## src/rtl/mdio_pkg.sv

```systemverilog
package mdio_pkg;
  localparam int FRAME_LEN = 64;
  localparam int TA_POS    = 46;
  localparam int DATA_POS  = 48;
  localparam int IDXW      = $clog2(FRAME_LEN + 1);

  localparam logic [1:0] OP_WR = 2'b01;
  localparam logic [1:0] OP_RD = 2'b10;

  typedef struct packed {
    logic            load;    // command accepted, capture frame
    logic            shift;   // advance MDIO one bit
    logic            sample;  // MDC rising edge, sample mdioIn
    logic            finish;  // frame complete
    logic [IDXW-1:0] bitIdx;  // rising edges seen so far
  } mdioStrobe_t;
endpackage

```

## src/rtl/mdio_ctrl.sv

```systemverilog
module mdio_ctrl
  import mdio_pkg::*;
#(
  parameter int DIVW = 8
) (
  input  logic            clk,
  input  logic            rstN,
  input  logic            cmdWr,
  input  logic [1:0]      cmdOp,
  input  logic [DIVW-1:0] divSel,
  output logic            busy,
  output logic            mdc,
  output mdioStrobe_t     strb
);
  logic [DIVW-1:0] divLat;
  logic [DIVW-1:0] divCnt;
  logic [IDXW-1:0] riseCnt;
  logic accept, halfEnd, riseNow, fallNow, lastFall;

  assign accept   = cmdWr && !busy && ((cmdOp == OP_WR) || (cmdOp == OP_RD)) && (divSel != '0);
  assign halfEnd  = busy && (divCnt == divLat - 1'b1);
  assign riseNow  = halfEnd && !mdc;
  assign fallNow  = halfEnd && mdc;
  assign lastFall = fallNow && (riseCnt == IDXW'(FRAME_LEN));

  always_ff @(posedge clk or negedge rstN) begin
    if (!rstN) begin
      busy    <= 1'b0;
      mdc     <= 1'b0;
      divLat  <= '0;
      divCnt  <= '0;
      riseCnt <= '0;
    end else if (accept) begin
      busy    <= 1'b1;
      mdc     <= 1'b0;
      divLat  <= divSel;
      divCnt  <= '0;
      riseCnt <= '0;
    end else if (busy) begin
      if (halfEnd) begin
        divCnt <= '0;
        mdc    <= ~mdc;
        if (riseNow)  riseCnt <= riseCnt + 1'b1;
        if (lastFall) busy    <= 1'b0;
      end else begin
        divCnt <= divCnt + 1'b1;
      end
    end
  end

  always_comb begin
    strb.load   = accept;
    strb.shift  = busy && mdc && (divCnt == '0);
    strb.sample = riseNow;
    strb.finish = lastFall;
    strb.bitIdx = riseCnt;
  end

  // MDC stays low outside a frame
  p_mdc_idle_low_r3: assert property (@(posedge clk) disable iff (!rstN)
    !busy |-> !mdc);
  // busy only rises in response to a command strobe
  p_busy_from_cmd_r2: assert property (@(posedge clk) disable iff (!rstN)
    $rose(busy) |-> $past(cmdWr));
  // never more than a frame's worth of rising edges
  p_rise_bound_r3: assert property (@(posedge clk) disable iff (!rstN)
    busy |-> (riseCnt <= IDXW'(FRAME_LEN)));
endmodule

```

## src/rtl/mdio_dpath.sv

```systemverilog
module mdio_dpath
  import mdio_pkg::*;
(
  input  logic        clk,
  input  logic        rstN,
  input  mdioStrobe_t strb,
  input  logic [1:0]  cmdOp,
  input  logic [4:0]  phyAddr,
  input  logic [4:0]  regAddr,
  input  logic [15:0] wrData,
  input  logic        mdioIn,
  output logic        mdioOut,
  output logic        mdioOe,
  output logic [15:0] rdData
);
  logic [FRAME_LEN-1:0] frameSr;
  logic [15:0]          rdSr;
  logic                 isRead;
  logic [17:0]          tail;

  assign tail    = (cmdOp == OP_RD) ? 18'h3FFFF : {2'b10, wrData};
  assign mdioOut = frameSr[FRAME_LEN-1];

  always_ff @(posedge clk or negedge rstN) begin
    if (!rstN) begin
      frameSr <= '1;
      rdSr    <= '0;
      rdData  <= '0;
      isRead  <= 1'b0;
      mdioOe  <= 1'b0;
    end else begin
      if (strb.load) begin
        frameSr <= {32'hFFFF_FFFF, 2'b01, cmdOp, phyAddr, regAddr, tail};
        isRead  <= (cmdOp == OP_RD);
        mdioOe  <= 1'b1;
      end else if (strb.shift) begin
        frameSr <= {frameSr[FRAME_LEN-2:0], 1'b1};
        if (isRead && (strb.bitIdx == IDXW'(TA_POS))) mdioOe <= 1'b0;
      end
      if (strb.sample && (strb.bitIdx >= IDXW'(DATA_POS)))
        rdSr <= {rdSr[14:0], mdioIn};
      if (strb.finish) begin
        mdioOe <= 1'b0;
        if (isRead) rdData <= rdSr;
      end
    end
  end

  // master is released from turnaround on in a read frame
  p_read_release_r6: assert property (@(posedge clk) disable iff (!rstN)
    (strb.sample && isRead && (strb.bitIdx >= IDXW'(TA_POS))) |-> !mdioOe);
  // master drives every bit of a write frame
  p_write_drive_r5: assert property (@(posedge clk) disable iff (!rstN)
    (strb.sample && !isRead) |-> mdioOe);
endmodule

```

## src/rtl/mdio_master.sv

```systemverilog
module mdio_master
  import mdio_pkg::*;
#(
  parameter int DIVW = 8
) (
  input  logic            clk,
  input  logic            rstN,
  input  logic            cmdWr,
  input  logic [1:0]      cmdOp,
  input  logic [4:0]      phyAddr,
  input  logic [4:0]      regAddr,
  input  logic [15:0]     wrData,
  input  logic [DIVW-1:0] divSel,
  input  logic            doneClr,
  output logic [15:0]     rdData,
  output logic            busy,
  output logic            doneFlag,
  output logic            mdc,
  output logic            mdioOut,
  output logic            mdioOe,
  input  logic            mdioIn
);
  mdioStrobe_t strb;

  mdio_ctrl #(.DIVW(DIVW)) uCtrl (
    .clk(clk), .rstN(rstN), .cmdWr(cmdWr), .cmdOp(cmdOp), .divSel(divSel),
    .busy(busy), .mdc(mdc), .strb(strb)
  );

  mdio_dpath uDpath (
    .clk(clk), .rstN(rstN), .strb(strb), .cmdOp(cmdOp), .phyAddr(phyAddr),
    .regAddr(regAddr), .wrData(wrData), .mdioIn(mdioIn),
    .mdioOut(mdioOut), .mdioOe(mdioOe), .rdData(rdData)
  );

  always_ff @(posedge clk or negedge rstN) begin
    if (!rstN)            doneFlag <= 1'b0;
    else if (strb.finish) doneFlag <= 1'b1;
    else if (doneClr)     doneFlag <= 1'b0;
  end

  // completion flag accompanies the end of busy
  p_done_at_end_r7: assert property (@(posedge clk) disable iff (!rstN)
    $fell(busy) |-> doneFlag);
  // read result only moves when a frame ends
  p_rd_hold_r6: assert property (@(posedge clk) disable iff (!rstN)
    !$stable(rdData) |-> $fell(busy));
  // no drive on MDIO while idle
  p_oe_idle_r5: assert property (@(posedge clk) disable iff (!rstN)
    !busy |-> !mdioOe);
endmodule

```

## config.mk

```make
export PLATFORM = sky130hd
export DESIGN_NAME = mdio_master
export DESIGN_NICKNAME = d
export VERILOG_FILES = /design/src/rtl/mdio_pkg.sv /design/src/rtl/mdio_ctrl.sv /design/src/rtl/mdio_dpath.sv /design/src/rtl/mdio_master.sv
export SDC_FILE = /design/constraint.sdc
export NUM_CORES = 1
export LEC_CHECK = 0
export ABC_AREA = 1
export BUFFER_PORTS_ARGS = -buffer_cell sky130_fd_sc_hd__buf_4
export CORE_MARGIN = 1
export CORE_UTILIZATION = 40
export CTS_BUF_LIST = sky130_fd_sc_hd__clkbuf_2 sky130_fd_sc_hd__clkbuf_4 sky130_fd_sc_hd__clkbuf_8
export DETAILED_ROUTE_END_ITERATION = 8
export PLACE_DENSITY = 0.66
export SLEW_MARGIN = 20
export SYNTH_ARGS = -nofsm -noshare
export SYNTH_HDL_FRONTEND = slang
export SYNTH_SLANG_ARGS = --single-unit
```

## constraint.sdc

```tcl
create_clock -name clk -period 2.5 [get_ports clk]
set_input_delay 0.375 -clock clk [delete_from_list [all_inputs] [get_ports clk]]
set_output_delay 0.375 -clock clk [all_outputs]
set_load 0.005 [all_outputs]
```

==> impl_metrics.py <==
metrics = {
    "die": {
        "rows": 43,
        "die_w_um": 122,
        "initial_core_util_pct": 41.5,
        "ios": 62,
        "fp.coreArea_um2": 14000,
        "die-area_um2": 15000,
        "die_h_um": 122,
    },
    "pwr": {
        "total_leakage_power_uw": 0.00344,
        "ir_drop_v": 0.000636,
        "powerDensity_nw_per_um2": 1050,
    },
    "clock_tree": {
        "cts_sinks": 124,
        "clk_latency_ns": 0.45,
        "holdBufCountCts": 1,
        "tritoncts": "done",
        "cts_max_level": 4,
        "clockBufferDepth": 2,
        "root_buffer": "clkbuf_8",
        "cts.repair.resized": 0,
        "numCtsBuffers": 17,
        "cts.reportedPaths.clkPinSlew_ns": 0.08,
        "post-cts-setup-buffer-count": 0,
    },
    "timing": {
        "finClkSkew_ns": 0.0112,
        "setup_viol": 0,
        "period_share_pct": 87.6,
        "tns_ns": 0,
        "hold_viol_final": 0,
        "rsz0062_at_grt": "false",
        "slew_headroom_pct": 63.2,
        "max_freq_mhz": 457,
        "min_period_ns": 2.19,
        "final-max-slew-violation-count": 0,
        "tightest_slew_ns": 0.547,
    },
    "final_layout": {
        "diodes": 0,
        "layout-drive-gt1-share_pct": 24.9,
        "layout_common_cells": "155 x nand2_1, 77 x inv_1, 70 x buf_4, 65 x o21ai_0, 64 x dfstp_2",
        "final_common_cell": "nand2_1",
        "finalNonFillerCells": 914,
        "area_growth_pct": 18.7,
        "fillCellCount": 1328,
        "fin_nets": 769,
    },
    "synthesis": {
        "synth_cells": 662,
        "synthDistinctLibCells": 31,
        "synth_nets": 710,
        "ys.flop_type": "dfstp_2",
        "synth_edf_count": 0,
        "ys_seq_elements": 124,
        "ys_seq_area_share_pct": 54.9,
        "syn_area_um2": 5800,
        "yosysWarnings": 0,
        "async_reset_ff_share_pct": 100,
        "syn_avg_cell_area_um2": 8.76,
    },
    "setup_path": {
        "worstSetupStartpointType": "flip-flop",
        "crit_required_ns": 2.83,
        "crit_type": "flip-flop to flip-flop",
        "cp-end-kind": "flip-flop",
        "cp_cell_sequence": "inv_1 > ha_1 > nand3_1 > nor2_1 > xor2_1 > inv_1 > nor2_4 > nand4_2 > nand3_1 > nand2_1",
        "slowest_stage": "dfrtp_1",
        "cpPeakStageDelay_ns": 0.38,
        "cp.arrival_ns": 2.52,
        "cp_max_fo": 16,
    },
    "placement": {
        "io_buffers": 61,
        "dp.final_hpwl_mm": 8.12,
        "placed_cells": 881,
        "globalplace.congestion": 0.841,
    },
    "detailed_routing": {
        "drtAntennaViolNets": 0,
        "avgViaCountPerCell": 5.18,
        "post_drt_wl_per_cell_um": 13.6,
        "vias": 4732,
        "wl_mm": 12.4,
        "drc_errors": 0,
        "first_iter_violations": 387,
        "firstDrtPassIters": 5,
    },
    "grt": {
        "grt_pass1_wl_mm": 21.2,
        "grt_pass1_vias": 4827,
        "grt_max_degree": 83,
        "antenna_found_initial": 0,
        "grt_overflow_total": 0,
        "grt_usage_pct": 18.0,
    },
    "run": {
        "drv.max_cap_violation_count": 0,
    },
    "status": {
        "status": "complete, no violations",
    },
    "hold_path": {
        "hold_path.class": "input pin to flip-flop",
    },
}
==> sequential cells by signal (all words and copies together) (netlist names) <==
signal          cells
doneFlag            1
uCtrl.busy          1
uCtrl.divCnt        8
uCtrl.divLat        8
uCtrl.mdc           1
uCtrl.riseCnt       7
uDpath.frameSr     64
uDpath.isRead       1
uDpath.mdioOe       1
uDpath.rdData      16
uDpath.rdSr        16
==> worst max-delay path, delay by kind of cell, from the launching register on <==
kind / cells / cell delay (ns)
xor gates and xnor gates: 1 / 0.16
adders and majority gates: 1 / 0.23
buffers and inverters: 2 / 0.20
DFF: 1 / 0.38
and+or+nand+nor: 6 / 1.10
==> synthesized netlist by cell type, types with 3 or more instances <==
| cell type | instances | area, um^2 |
|---|---|---|
| ha_1 | 7 | 87.6 |
| buf_6 | 3 | 33.8 |
| dfstp_2 | 64 | 1680 |
| o21ai_1 | 16 | 80.1 |
| nor3_1 | 5 | 25.0 |
| nor2_1 | 52 | 195 |
| nand2_1 | 155 | 582 |
| o211ai_1 | 3 | 22.5 |
| nand3_1 | 40 | 200 |
| inv_2 | 3 | 11.3 |
| o221ai_1 | 24 | 210 |
| nor4_1 | 4 | 25.0 |
| nand4_1 | 19 | 119 |
| buf_2 | 12 | 60.1 |
| xor2_1 | 11 | 96.3 |
| o21ai_0 | 65 | 325 |
| a21oi_1 | 4 | 20.0 |
| inv_1 | 78 | 293 |
| dfrtp_1 | 60 | 1500 |
| nand4_2 | 3 | 37.5 |
| xnor2_1 | 3 | 26.3 |
| clkbuf_1 | 16 | 60.1 |
==> report_power, final <==
part	switching (uW)	internal, uW
clock	872	1100
sequential	362	2940
combinational	1180	764
total	2420	4810
==> cells by family after synthesis <==
| kind of cell | synth area share [%] |
|---|---|
| xor gates and xnor gates | 2.11 |
| and+or+nand+nor | 21.8 |
| DFF | 54.9 |
| AOI/OAI and AO/OA | 11.7 |
| buffers and inverters | 8.03 |
| adders and majority gates | 1.51 |
==> layer usage <==
metal | part of all wire, % | GRT usage [%]
met5 | 0 | 0
met4 | 2.2 | 9.30
met3 | 3.9 | 4.41
met2 | 49 | 30.3
met1 | 44 | 21.3
==> per-stage QoR <==
step	utilization, %	area (um^2)	hold slack [ns]	power, uW	setup slack, ns
floorplan	-	5800	0.0794	4730	0.660
global placement	46.0	6430	0.382	5170	0.437
detailed placement	46.0	6430	0.382	5290	0.318
CTS	49.2	6880	0.103	7290	0.306
global route	49.2	6880	0.128	7760	0.0329
finish	49.2	6880	0.124	7230	0.310
==> final timing paths <==
path                                    start                  to  slack, ns  depth (start not counted)
max                           uCtrl.divLat[0]     uDpath.rdSr[10]       0.31                         10
min reg2reg                uDpath.frameSr[53]  uDpath.frameSr[53]       0.49                          2
min                                   doneClr            doneFlag       0.12                          2
max reg2reg                   uCtrl.divLat[0]     uDpath.rdSr[10]       0.31                         10
max in group asynchronous                rstN  uDpath.frameSr[49]       1.53                          3
min in group asynchronous                rstN   uDpath.frameSr[7]       0.47                          2
==> layout make-up <==
class / count / area (um^2) / area share [%]
clock buffer: 17 / 234 / 3.40
clock inverter: 15 / 211 / 3.07
inverter: 81 / 304 / 4.42
multi-input combinational: 424 / 2150 / 31.2
sequential: 124 / 3180 / 46.2
tap: 180 / 225 / 3.27
timing repair buffer: 73 / 576 / 8.36
Power figures use the tool's default switching activity.
